### src/rtl/fan_ramp_limiter.sv
module fan_ramp_limiter #(
  parameter int DW       = 8,
  parameter int SW       = 6,
  parameter int STEP_RST = 16
) (
  input  logic          clk,
  input  logic          rst_n,
  input  logic [DW-1:0] target,
  input  logic          upd_tick,
  input  logic          loop_active,
  input  logic          loop_dflt_cfg,
  input  logic          ramp_en,
  input  logic          step_wr,
  input  logic [DW-1:0] step_wdata,
  input  logic          lock_set,
  output logic [DW-1:0] step_rd,
  output logic [DW-1:0] drive
);
  localparam int PADW = DW - SW;

  logic [SW-1:0] step_q;
  logic          lock_q;
  logic [DW-1:0] drive_q, drive_d;

  wire          lim_on = loop_active | ramp_en;
  wire          no_lim = (loop_active & loop_dflt_cfg) | (step_q == '0);
  wire          going_up = target > drive_q;
  wire [DW-1:0] gap    = going_up ? target - drive_q : drive_q - target;
  wire [DW-1:0] step_w = {{PADW{1'b0}}, step_q};
  wire          clip   = !no_lim && (gap > step_w);

  always_comb begin
    drive_d = drive_q;
    if (!lim_on)
      drive_d = target;
    else if (upd_tick) begin
      if (!clip)
        drive_d = target;
      else if (going_up)
        drive_d = drive_q + step_w;
      else
        drive_d = drive_q - step_w;
    end
  end

  always_ff @(posedge clk) begin
    if (!rst_n) begin
      drive_q <= '0;
      step_q  <= SW'(STEP_RST);
      lock_q  <= 1'b0;
    end else begin
      drive_q <= drive_d;
      lock_q  <= lock_q | lock_set;
      if (step_wr && !lock_q && !lock_set)
        step_q <= step_wdata[SW-1:0];
    end
  end

  assign drive   = drive_q;
  assign step_rd = step_w;
endmodule

### config.mk
export PLATFORM = sky130hd
export DESIGN_NAME = fan_ramp_limiter
export DESIGN_NICKNAME = d
export VERILOG_FILES = /design/src/rtl/fan_ramp_limiter.sv
export SDC_FILE = /design/constraint.sdc
export NUM_CORES = 1
export LEC_CHECK = 0
export BUFFER_PORTS_ARGS = -buffer_cell sky130_fd_sc_hd__buf_2
export CAP_MARGIN = 40
export CORE_MARGIN = 5
export CORE_UTILIZATION = 30
export CTS_CLUSTER_SIZE = 10
export DETAILED_ROUTE_END_ITERATION = 7
export SETUP_SLACK_MARGIN = 0.5
export SLEW_MARGIN = 5
export SYNTH_ARGS = -nofsm -noshare
export SYNTH_HDL_FRONTEND = slang
export SYNTH_SLANG_ARGS = --single-unit
### constraint.sdc
create_clock -name clk -period 7 [get_ports clk]
set_clock_uncertainty 0.15 [all_clocks]
set_input_delay 2.1 -clock clk [delete_from_list [all_inputs] [get_ports clk]]
set_output_delay 2.1 -clock clk [all_outputs]
set_load 0.005 [all_outputs]
# --- Word-level counts from Yosys, hierarchy flattened ---
# Cells that the tools add are included.
totals:
  register_bits: 15
  in_bits: 24
  output_inout_bits: 16
  wordCells: 26
classes:
  addsub: 4
  magnitude_cmp: 2
  n_eq_ne: 1
  mux: 5
  bitwise_logic: 4
  reduce_logical: 7
op_table:
  columns: ["operator", "n"]
  rows:
  - ["2-to-1 mux 8 bit", 5]
  - ["subtractor 8 bit", 2]
  - ["adder 8 x 6 -> 8 bit", 1]
  - ["> comparator 8 x 6 -> 1 bit", 1]
  - ["> comparator 8 bit", 1]
  - ["subtractor 8 x 6 -> 8 bit", 1]
  - ["logical NOT 6 bit", 1]
  - ["logical AND 1 bit", 3]
  - ["logical NOT 1 bit", 3]
  - ["OR 1 bit", 3]
  - ["inequality test 2 bit (second input constant)", 1]
  - ["AND 1 bit", 1]

# --- Depth between registers and ports, before layout ---
# Gate-level depths: netlist of the first run.
logic_depth:
  depth_word: 7
  mapped_depth: 21
  depth_no_buf: 19

# --- Worst setup path after synthesis of the first run ---
# Ideal clock, no wire load.
synth_timing:
  path_kind: "input to register"
  start: "input target[0]"
  end: "register drive_q[1], in the netlist drive[1]"
  setup_ns: 0.139
  arrival_ns: 5.590
  t_required_ns: 6.711
  path_slack_ns: 1.121
  cell_stages: 21
  path_buffers: 2
  path_cell_list: "inv_1 ha_1 inv_1 fa_1 a211oi_2 o21bai_1 or4_4 nand2_1 buf_2 mux2i_1 o22ai_1 a21oi_1 xnor2_1 ha_1 o21a_1 o22ai_1 a211o_1 o31a_4 buf_12 nor3_1 a311oi_2"
synth_between:
  elab_chain_cells: 7
  elab_cells_between_ends: 10
  classes_between: "2 x add/sub; 2 x order compare; 5 x mux; 1 x reduce/logical"
synth_lines:
  columns: ["item", "line_no", "text"]
  rows:
  - ["from (decl)", "8", "input logic [DW-1:0] target,"]
  - ["subtractor 8 bit or > comparator 8 bit (tied branches)", "28, 27", null]
  - ["2-to-1 mux 8 bit", "28", "wire [DW-1:0] gap = going_up ? target - drive_q : drive_q - target;"]
  - ["> comparator 8 x 6 -> 1 bit", "30", "wire clip = !no_lim && (gap > step_w);"]
  - ["logical AND 1 bit", "30", null]
  - ["2-to-1 mux 8 bit (*)", "37", "if (!clip)"]
  - ["2-to-1 mux 8 bit (*)", "36", "else if (upd_tick) begin"]
  - ["2-to-1 mux 8 bit (*)", "34", "if (!lim_on)"]
  - ["to (signal assigned)", "52", "drive_q <= drive_d;"]
  - ["to (decl)", "23", "logic [DW-1:0] drive_q, drive_d;"]
# Mark *: on every way between the ends. The rest lies on a longest branch, timed or not. The select of a mux whose other input is x is not followed.
# A chain may end at the register's enable or synchronous reset.

# --- Worst setup path after layout of the first run ---
layout_timing:
  start: "input target[0]"
  end: "register drive_q[2], in the netlist drive[2]"
# Same word-level chain as after synthesis.

==> reports/summary.txt, run 1 <==
most instantiated flip-flop cell in the synthesis netlist -> sky130_fd_sc_hd__dfxtp_1
Synth Cell Area -> 0.00193 mm²
horizontal die dimension -> 90.1 µm
warning count from the yosys run -> 0
Post-Layout Inst Area -> 0.00217 mm²
fraction of layout cells with a size suffix above 1 -> 19.3%
Area after DPL -> 0.00213 mm²
I/O pin count -> 40
crit end category -> flip-flop
Worst-Margin Slew -> 545 ps
CP max stage delay -> 430 ps
H-tree depth reported by CTS -> 1
worst skew pair latency -> 250 ps
layout-stage area growth over the synthesis result -> 12.9%
number of instances in the synthesized netlist -> 245
total of cells resized after clock tree synthesis -> 0
EDFF count, synth -> 0
num rows -> 29
number of antenna violations at the first check in global routing -> 0
required time of the critical path -> 6980 ps
commonest cells after routing, fill and taps aside -> 36 x sky130_fd_sc_hd__buf_2, 29 x sky130_fd_sc_hd__ha_1, 26 x sky130_fd_sc_hd__inv_1
power density over cell area -> 448 mW/mm²
Worst Hold End -> lock_q
Worst EP arrival -> 5980 ps
Core Footprint -> 0.00631 mm²
most area-hungry cell type in the Yosys netlist -> sky130_fd_sc_hd__ha_1
remaining routing DRC violations -> 0
pin count of the biggest net entering global routing -> 17
worst setup path category -> in -> reg
weighted congestion at the end of routability-driven global placement -> 0.811
final count of hold timing violations -> 0
crit path launch type -> primary input
number of flip-flops and latches in the synthesized netlist -> 15
number of unique standard cell types used by synthesis -> 51
hold_buf cts -> 0
routed vias/inst -> 4.99
buffer count from post-CTS setup fixing -> 0
total setup violations reported at the end of the flow -> 0
number of clock buffers inserted by TritonCTS -> 3
IR drop worst, VDD -> 0.204 mV
crit path cell chain -> buf_2 -> inv_1 -> ha_1 -> inv_1 -> fa_1 -> a211oi_2 -> o21bai_1 -> or4_4 -> nand2_1 -> mux2i_1 -> o22ai_1 -> a21oi_1 -> xnor2_1 -> ha_1 -> o21a_1 -> o22ai_1 -> a211o_1 -> o211a_1 -> a2111oi_0 -> o21ai_1
effective utilization at floorplan -> 30.5%
leakage dissipation -> 0.989 nW
time the worst path needs with I/O delays and setup -> 6000 ps
Post-DP HPWL -> 3990 µm
Reg-to-Reg Start -> drive[1]
total routing resource utilization after global routing -> 11.8%
Hold Slack -> 309 ps
average cell area after synthesis -> 7.86 µm²
worst rel slew slack -> 63.6%
die area -> 0.00812 mm²
highest achievable clock rate -> 0.167 GHz
result of the run -> finished clean
number of vias after detailed routing -> 1,758
Root Buffer Master -> sky130_fd_sc_hd__clkbuf_8
vias in the first global route -> 1,698
Post-Route WL -> 4800 µm
Die Y-Extent -> 90.1 µm
CP bufs+invs -> 3
area share of the largest cell type after synthesis -> 18.8%
Hold Startpoint -> lock_q
capture instance of the worst register-to-register path -> drive[2]
clk buf depth -> 2
delay-heaviest family, CP -> compound AO/OA/AOI/OAI gates
ys async rst share -> 0%
total grt overflow -> 0
drt pass-1 iters -> 4
most common library cell in the layout ignoring fill and taps -> sky130_fd_sc_hd__buf_2
first-iteration detailed-routing DRC count -> 82
number of cells traversed by the worst hold path -> 1
number of input and output port buffers inserted -> 35
part of the Yosys area used for sequential elements -> 15.6%
critical-path maximum fanout -> 3
CTS tree -> yes
# nets final -> 332
wire length of the first global-routing pass -> 8040 µm
Sinks on Clock Net -> 15
cell depth of the worst flop-to-flop path -> 17
CTS clk-pin slew, worst paths -> 60 ps
number of antenna cells inserted -> 0
worst min-delay path category -> reg -> reg
RSZ-0062 raised after global routing -> no
setup slack of the worst register-to-register path -> 2570 ps
cells taking the most area after synthesis -> sky130_fd_sc_hd__ha_1 19%, sky130_fd_sc_hd__dfxtp_1 16%, sky130_fd_sc_hd__xnor2_1 6.4%
Crit-path slowest cell -> sky130_fd_sc_hd__a2111oi_0
Slew Viols, Final -> 0
total of fill cells in the finished design -> 700
Setup TNS -> 0 ps
final antenna-violating net count -> 0
final period utilization -> 85.8%
WL per Instance -> 13.6 µm
max cap viols -> 0
## cell type report
| type | instances | area, µm² | share of cell area [%] |
|---|---|---|---|
| flip-flops and latches | 15 | 300 | 13.8 |
| inverters | 26 | 97.6 | 4.49 |
| clock buffers | 4 | 45.0 | 2.07 |
| repair buffers | 37 | 188 | 8.64 |
| well taps | 77 | 96.3 | 4.43 |
| multi-input cells | 193 | 1450 | 66.6 |
## per-layer routing
metal / wire (µm) / global-route usage [%] / vias up
met4: 48 / 1.99 / 0
met2: 2150 / 18.8 / 37
met1: 2420 / 16.6 / 803
met3: 185 / 2.34 / 4
li1: - / - / 914
met5: 0 / 0 / -
## cell families (layout without fill, tap and decap cells)
logic type | after synthesis | count (layout) | share of synthesized area [%]
adder cells (fa/ha/maj) | 32 | 32 | 22.0
flip-flops | 15 | 15 | 15.6
other | 1 | 2 | 0.195
multiplexers | 2 | 2 | 1.04
buffers and inverters | 38 | 67 | 9.49
AO/OA/AOI/OAI | 71 | 71 | 26.9
AND/OR/NAND/NOR | 70 | 70 | 17.5
XOR/XNOR | 16 | 16 | 7.28
## through the flow
step | total power, W | setup WS [ps] | std cells | utilization (%)
finish | 0.000974 | 997 | 352 | 34.4
global route | 0.00108 | 725 | 352 | 34.4
CTS | 0.000979 | 1020 | 352 | 34.4
detailed placement | 0.000899 | 767 | 348 | 33.7
global placement | 0.000887 | 730 | 347 | 33.6
floorplan | 0.000777 | 1120 | 246 | -
## flip-flops by register name, indices dropped and copies added, names as in the netlist
signal and count:
lock_q 1, step_q 6, drive 8
## power breakdown
part | switching [W] | leakage (nW) | total, W | internal (W)
sequential | 0.0000321 | 0.124 | 0.000141 | 0.000109
clock | 0.0000332 | 0.0228 | 0.0000736 | 0.0000404
combinational | 0.000412 | 0.842 | 0.000759 | 0.000347
## synthesized netlist by cell type (2+ instances only)
library cell,n
sky130_fd_sc_hd__mux2i_1,2
sky130_fd_sc_hd__buf_6,2
sky130_fd_sc_hd__nor2b_1,7
sky130_fd_sc_hd__ha_1,29
sky130_fd_sc_hd__fa_1,3
sky130_fd_sc_hd__a211o_1,2
sky130_fd_sc_hd__nor4_1,2
sky130_fd_sc_hd__a21oi_1,21
sky130_fd_sc_hd__o21bai_1,2
sky130_fd_sc_hd__dfxtp_1,15
sky130_fd_sc_hd__a311oi_1,3
sky130_fd_sc_hd__nand2_1,16
sky130_fd_sc_hd__or2_2,2
sky130_fd_sc_hd__o22ai_1,2
sky130_fd_sc_hd__nor2_1,24
sky130_fd_sc_hd__a211oi_2,2
sky130_fd_sc_hd__a21o_1,3
sky130_fd_sc_hd__nand3_1,3
sky130_fd_sc_hd__inv_1,26
sky130_fd_sc_hd__o21a_1,9
sky130_fd_sc_hd__o21ai_0,11
sky130_fd_sc_hd__a311oi_2,3
sky130_fd_sc_hd__nor3_1,6
sky130_fd_sc_hd__buf_4,2
sky130_fd_sc_hd__xor2_1,2
sky130_fd_sc_hd__nand4_1,3
sky130_fd_sc_hd__clkbuf_1,6
sky130_fd_sc_hd__xnor2_1,14
## how the worst max path moves through the flow
stage	start	endpoint	slack [ps]	cells after the start
2_1_floorplan	target[0]	drive[1]	1120	21
3_3_place_gp	target[0]	drive[2]	730	20
3_5_place_dp	target[0]	drive[2]	770	20
4_1_cts	target[0]	drive[2]	1020	20
5_1_grt	target[0]	drive[2]	730	20
6_report	target[0]	drive[2]	1000	20
(Power assumes the default switching activity.)
==> run 2: changes to the inputs <==
--- a/config.mk
+++ b/config.mk
@@ -11,6 +11,7 @@
 export CORE_UTILIZATION = 30
 export CTS_CLUSTER_SIZE = 10
 export DETAILED_ROUTE_END_ITERATION = 7
+export PLACE_DENSITY = 0.59
 export SETUP_SLACK_MARGIN = 0.5
 export SLEW_MARGIN = 5
 export SYNTH_ARGS = -nofsm -noshare
==> run 2 against run 1 <==
Against the previous run:
- final area is 0.12% higher
- total power hardly changed
- utilization hardly changed
- critical path type unchanged
- highest routed layer unchanged
==> reports/summary.txt, run 2 (synthesis results as in run 1) <==
result of the run -> finished clean (unchanged)
final period utilization -> 85.5% (was 85.8%)
number of vias after detailed routing -> 1,750 (was 1,758)
total of cells resized after clock tree synthesis -> 0 (unchanged)
final antenna-violating net count -> 0 (unchanged)
I/O pin count -> 40 (unchanged)
commonest cells after routing, fill and taps aside -> 35 x sky130_fd_sc_hd__buf_2, 29 x sky130_fd_sc_hd__ha_1, 26 x sky130_fd_sc_hd__inv_1 (was 36 x sky130_fd_sc_hd__buf_2, 29 x sky130_fd_sc_hd__ha_1, 26 x sky130_fd_sc_hd__inv_1)
time the worst path needs with I/O delays and setup -> 5990 ps (was 6000 ps)
first-iteration detailed-routing DRC count -> 56 (was 82)
# nets final -> 332 (unchanged)
H-tree depth reported by CTS -> 1 (unchanged)
number of antenna violations at the first check in global routing -> 0 (unchanged)
wire length of the first global-routing pass -> 8520 µm (was 8040 µm)
leakage dissipation -> 0.989 nW (about the same)
net switching power of the design -> 0.000477 W (was 0.000478 W)
vias in the first global route -> 1,746 (was 1,698)
CTS clk-pin slew, worst paths -> 70 ps (was 60 ps)
Worst EP arrival -> 5970 ps (was 5980 ps)
power share of the sequential group -> 14.5% (about the same)
worst rel slew slack -> 62.0% (was 63.6%)
routed wire length on met2 -> 2050 µm (was 2150 µm)
Post-DP HPWL -> 3980 µm (was 3990 µm)
Crit-path slowest cell -> sky130_fd_sc_hd__or4_4 (was sky130_fd_sc_hd__a2111oi_0)
die area -> 0.00812 mm² (unchanged)
Setup TNS -> 0 ps (unchanged)
routed vias/inst -> 4.97 (was 4.99)
met3 wirelength from detailed routing -> 272 µm (was 185 µm)
effective utilization at floorplan -> 30.5% (unchanged)
highest achievable clock rate -> 0.167 GHz (about the same)
total of fill cells in the finished design -> 698 (was 700)
pin count of the biggest net entering global routing -> 17 (unchanged)
most common library cell in the layout ignoring fill and taps -> sky130_fd_sc_hd__buf_2 (unchanged)
crit path cell chain -> buf_2 -> inv_1 -> ha_1 -> inv_1 -> fa_1 -> a211oi_2 -> o21bai_1 -> or4_4 -> nand2_1 -> mux2i_1 -> o22ai_1 -> a21oi_1 -> xnor2_1 -> ha_1 -> o21a_1 -> o22ai_1 -> a211o_1 -> o211a_1 -> a2111oi_0 -> o21ai_1 (unchanged)
CTS tree -> yes (unchanged)
fraction of layout cells with a size suffix above 1 -> 19.3% (unchanged)
Die Y-Extent -> 90.1 µm (unchanged)
part of the total power dissipated in combinational logic -> 77.8% (was 78.0%)
WL per Instance -> 13.8 µm (was 13.6 µm)
Root Buffer Master -> sky130_fd_sc_hd__clkbuf_8 (unchanged)
cell internal pwr -> 0.000497 W (was 0.000496 W)
Worst-Margin Slew -> 567 ps (was 545 ps)
number of clock buffers inserted by TritonCTS -> 3 (unchanged)
buffer count from post-CTS setup fixing -> 0 (unchanged)
power density over cell area -> 447 mW/mm² (was 448 mW/mm²)
hold_buf cts -> 0 (unchanged)
highest signal layer in the routed design -> met4 (unchanged)
switching part of the total -> 49.0% (was 49.1%)
worst setup path category -> in -> reg (unchanged)
max cap viols -> 0 (unchanged)
weighted congestion at the end of routability-driven global placement -> 0.763 (was 0.811)
CP max stage delay -> 430 ps (about the same)
number of flip-flops in the largest register -> 8 (unchanged)
clk buf depth -> 2 (unchanged)
part of the power in the clock network -> 7.7% (was 7.6%)
total grt overflow -> 0 (unchanged)
RSZ-0062 raised after global routing -> no (unchanged)
horizontal die dimension -> 90.1 µm (unchanged)
num rows -> 29 (unchanged)
critical-path maximum fanout -> 3 (unchanged)
Met1 Routed Length -> 2490 µm (was 2420 µm)
required time of the critical path -> 6980 ps (about the same)
worst skew pair latency -> 250 ps (about the same)
crit path launch type -> primary input (unchanged)
overall power consumption -> 0.000974 W (about the same)
Slew Viols, Final -> 0 (unchanged)
Post-Layout Inst Area -> 0.00218 mm² (was 0.00217 mm²)
layout-stage area growth over the synthesis result -> 13.0% (was 12.9%)
drt pass-1 iters -> 4 (unchanged)
remaining routing DRC violations -> 0 (unchanged)
IR drop worst, VDD -> 0.124 mV (was 0.204 mV)
total routing resource utilization after global routing -> 12.5% (was 11.8%)
total setup violations reported at the end of the flow -> 0 (unchanged)
worst min-delay path category -> reg -> reg (unchanged)
Core Footprint -> 0.00631 mm² (unchanged)
number of antenna cells inserted -> 0 (unchanged)
crit end category -> flip-flop (unchanged)
final count of hold timing violations -> 0 (unchanged)
Post-Route WL -> 4860 µm (was 4800 µm)
Sinks on Clock Net -> 15 (unchanged)
number of input and output port buffers inserted -> 35 (unchanged)
Area after DPL -> 0.00213 mm² (about the same)
-- run 2: cell count changes in the layout (fill, tap and decap cells not counted) --
cell                    change
sky130_fd_sc_hd__buf_4      +1
sky130_fd_sc_hd__buf_2      -1
-- run 2: cell type report --
type	instances	area, µm²	area share (%)
Clock buffer	4	45.0	2.07
Inverter	26	97.6	4.49
Multi-Input combinational cell	193	1450	66.5
Sequential cell	15	300	13.8
Tap cell	77	96.3	4.43
Timing Repair Buffer	37	190	8.74
-- run 2: worst paths after layout --
path                   from        to  slack (ps)  cells past startpoint
setup / recovery  target[0]  drive[2]        1010                     20
hold / removal       lock_q    lock_q         310                      1
setup reg to reg   drive[1]  drive[2]        2600                     17
hold reg to reg      lock_q    lock_q         310                      1
-- run 2: power by group through the flow --
stage                     sequential [W]   clock, W  combinational [W]
after floorplan                 0.000137          0           0.000640
after global routing            0.000146  0.0000834           0.000863
after global placement          0.000144          0           0.000744
final                           0.000141  0.0000750           0.000758
after detailed placement        0.000144          0           0.000756
after CTS                       0.000142  0.0000782           0.000763
-- run 2: metrics by stage --
step	cells	util, %	worst slack [ps]	hold slack (ps)
final	352	34.5	1010	309
after global routing	352	34.5	684	343
after CTS	352	34.5	1020	314
after detailed placement	348	33.7	743	297
after global placement	347	33.6	805	287
after floorplan	246	-	1120	279
-- run 2: per-layer routing --
metal  vias to the layer above  GRT usage (%)
met5                         -              0
met2                        43           19.1
met1                       792           17.8
met3                         4           3.01
li1                        911              -
met4                         0           2.23
-- run 2: critical path: cells and delay by family --
kind,cells,cell delay (ps)
and+or+nand+nor,2,550
xor gates and xnor gates,1,110
adders and majority gates,3,910
AOI/OAI and AO/OA,10,1790
buffers and inverters,3,250
muxes,1,280
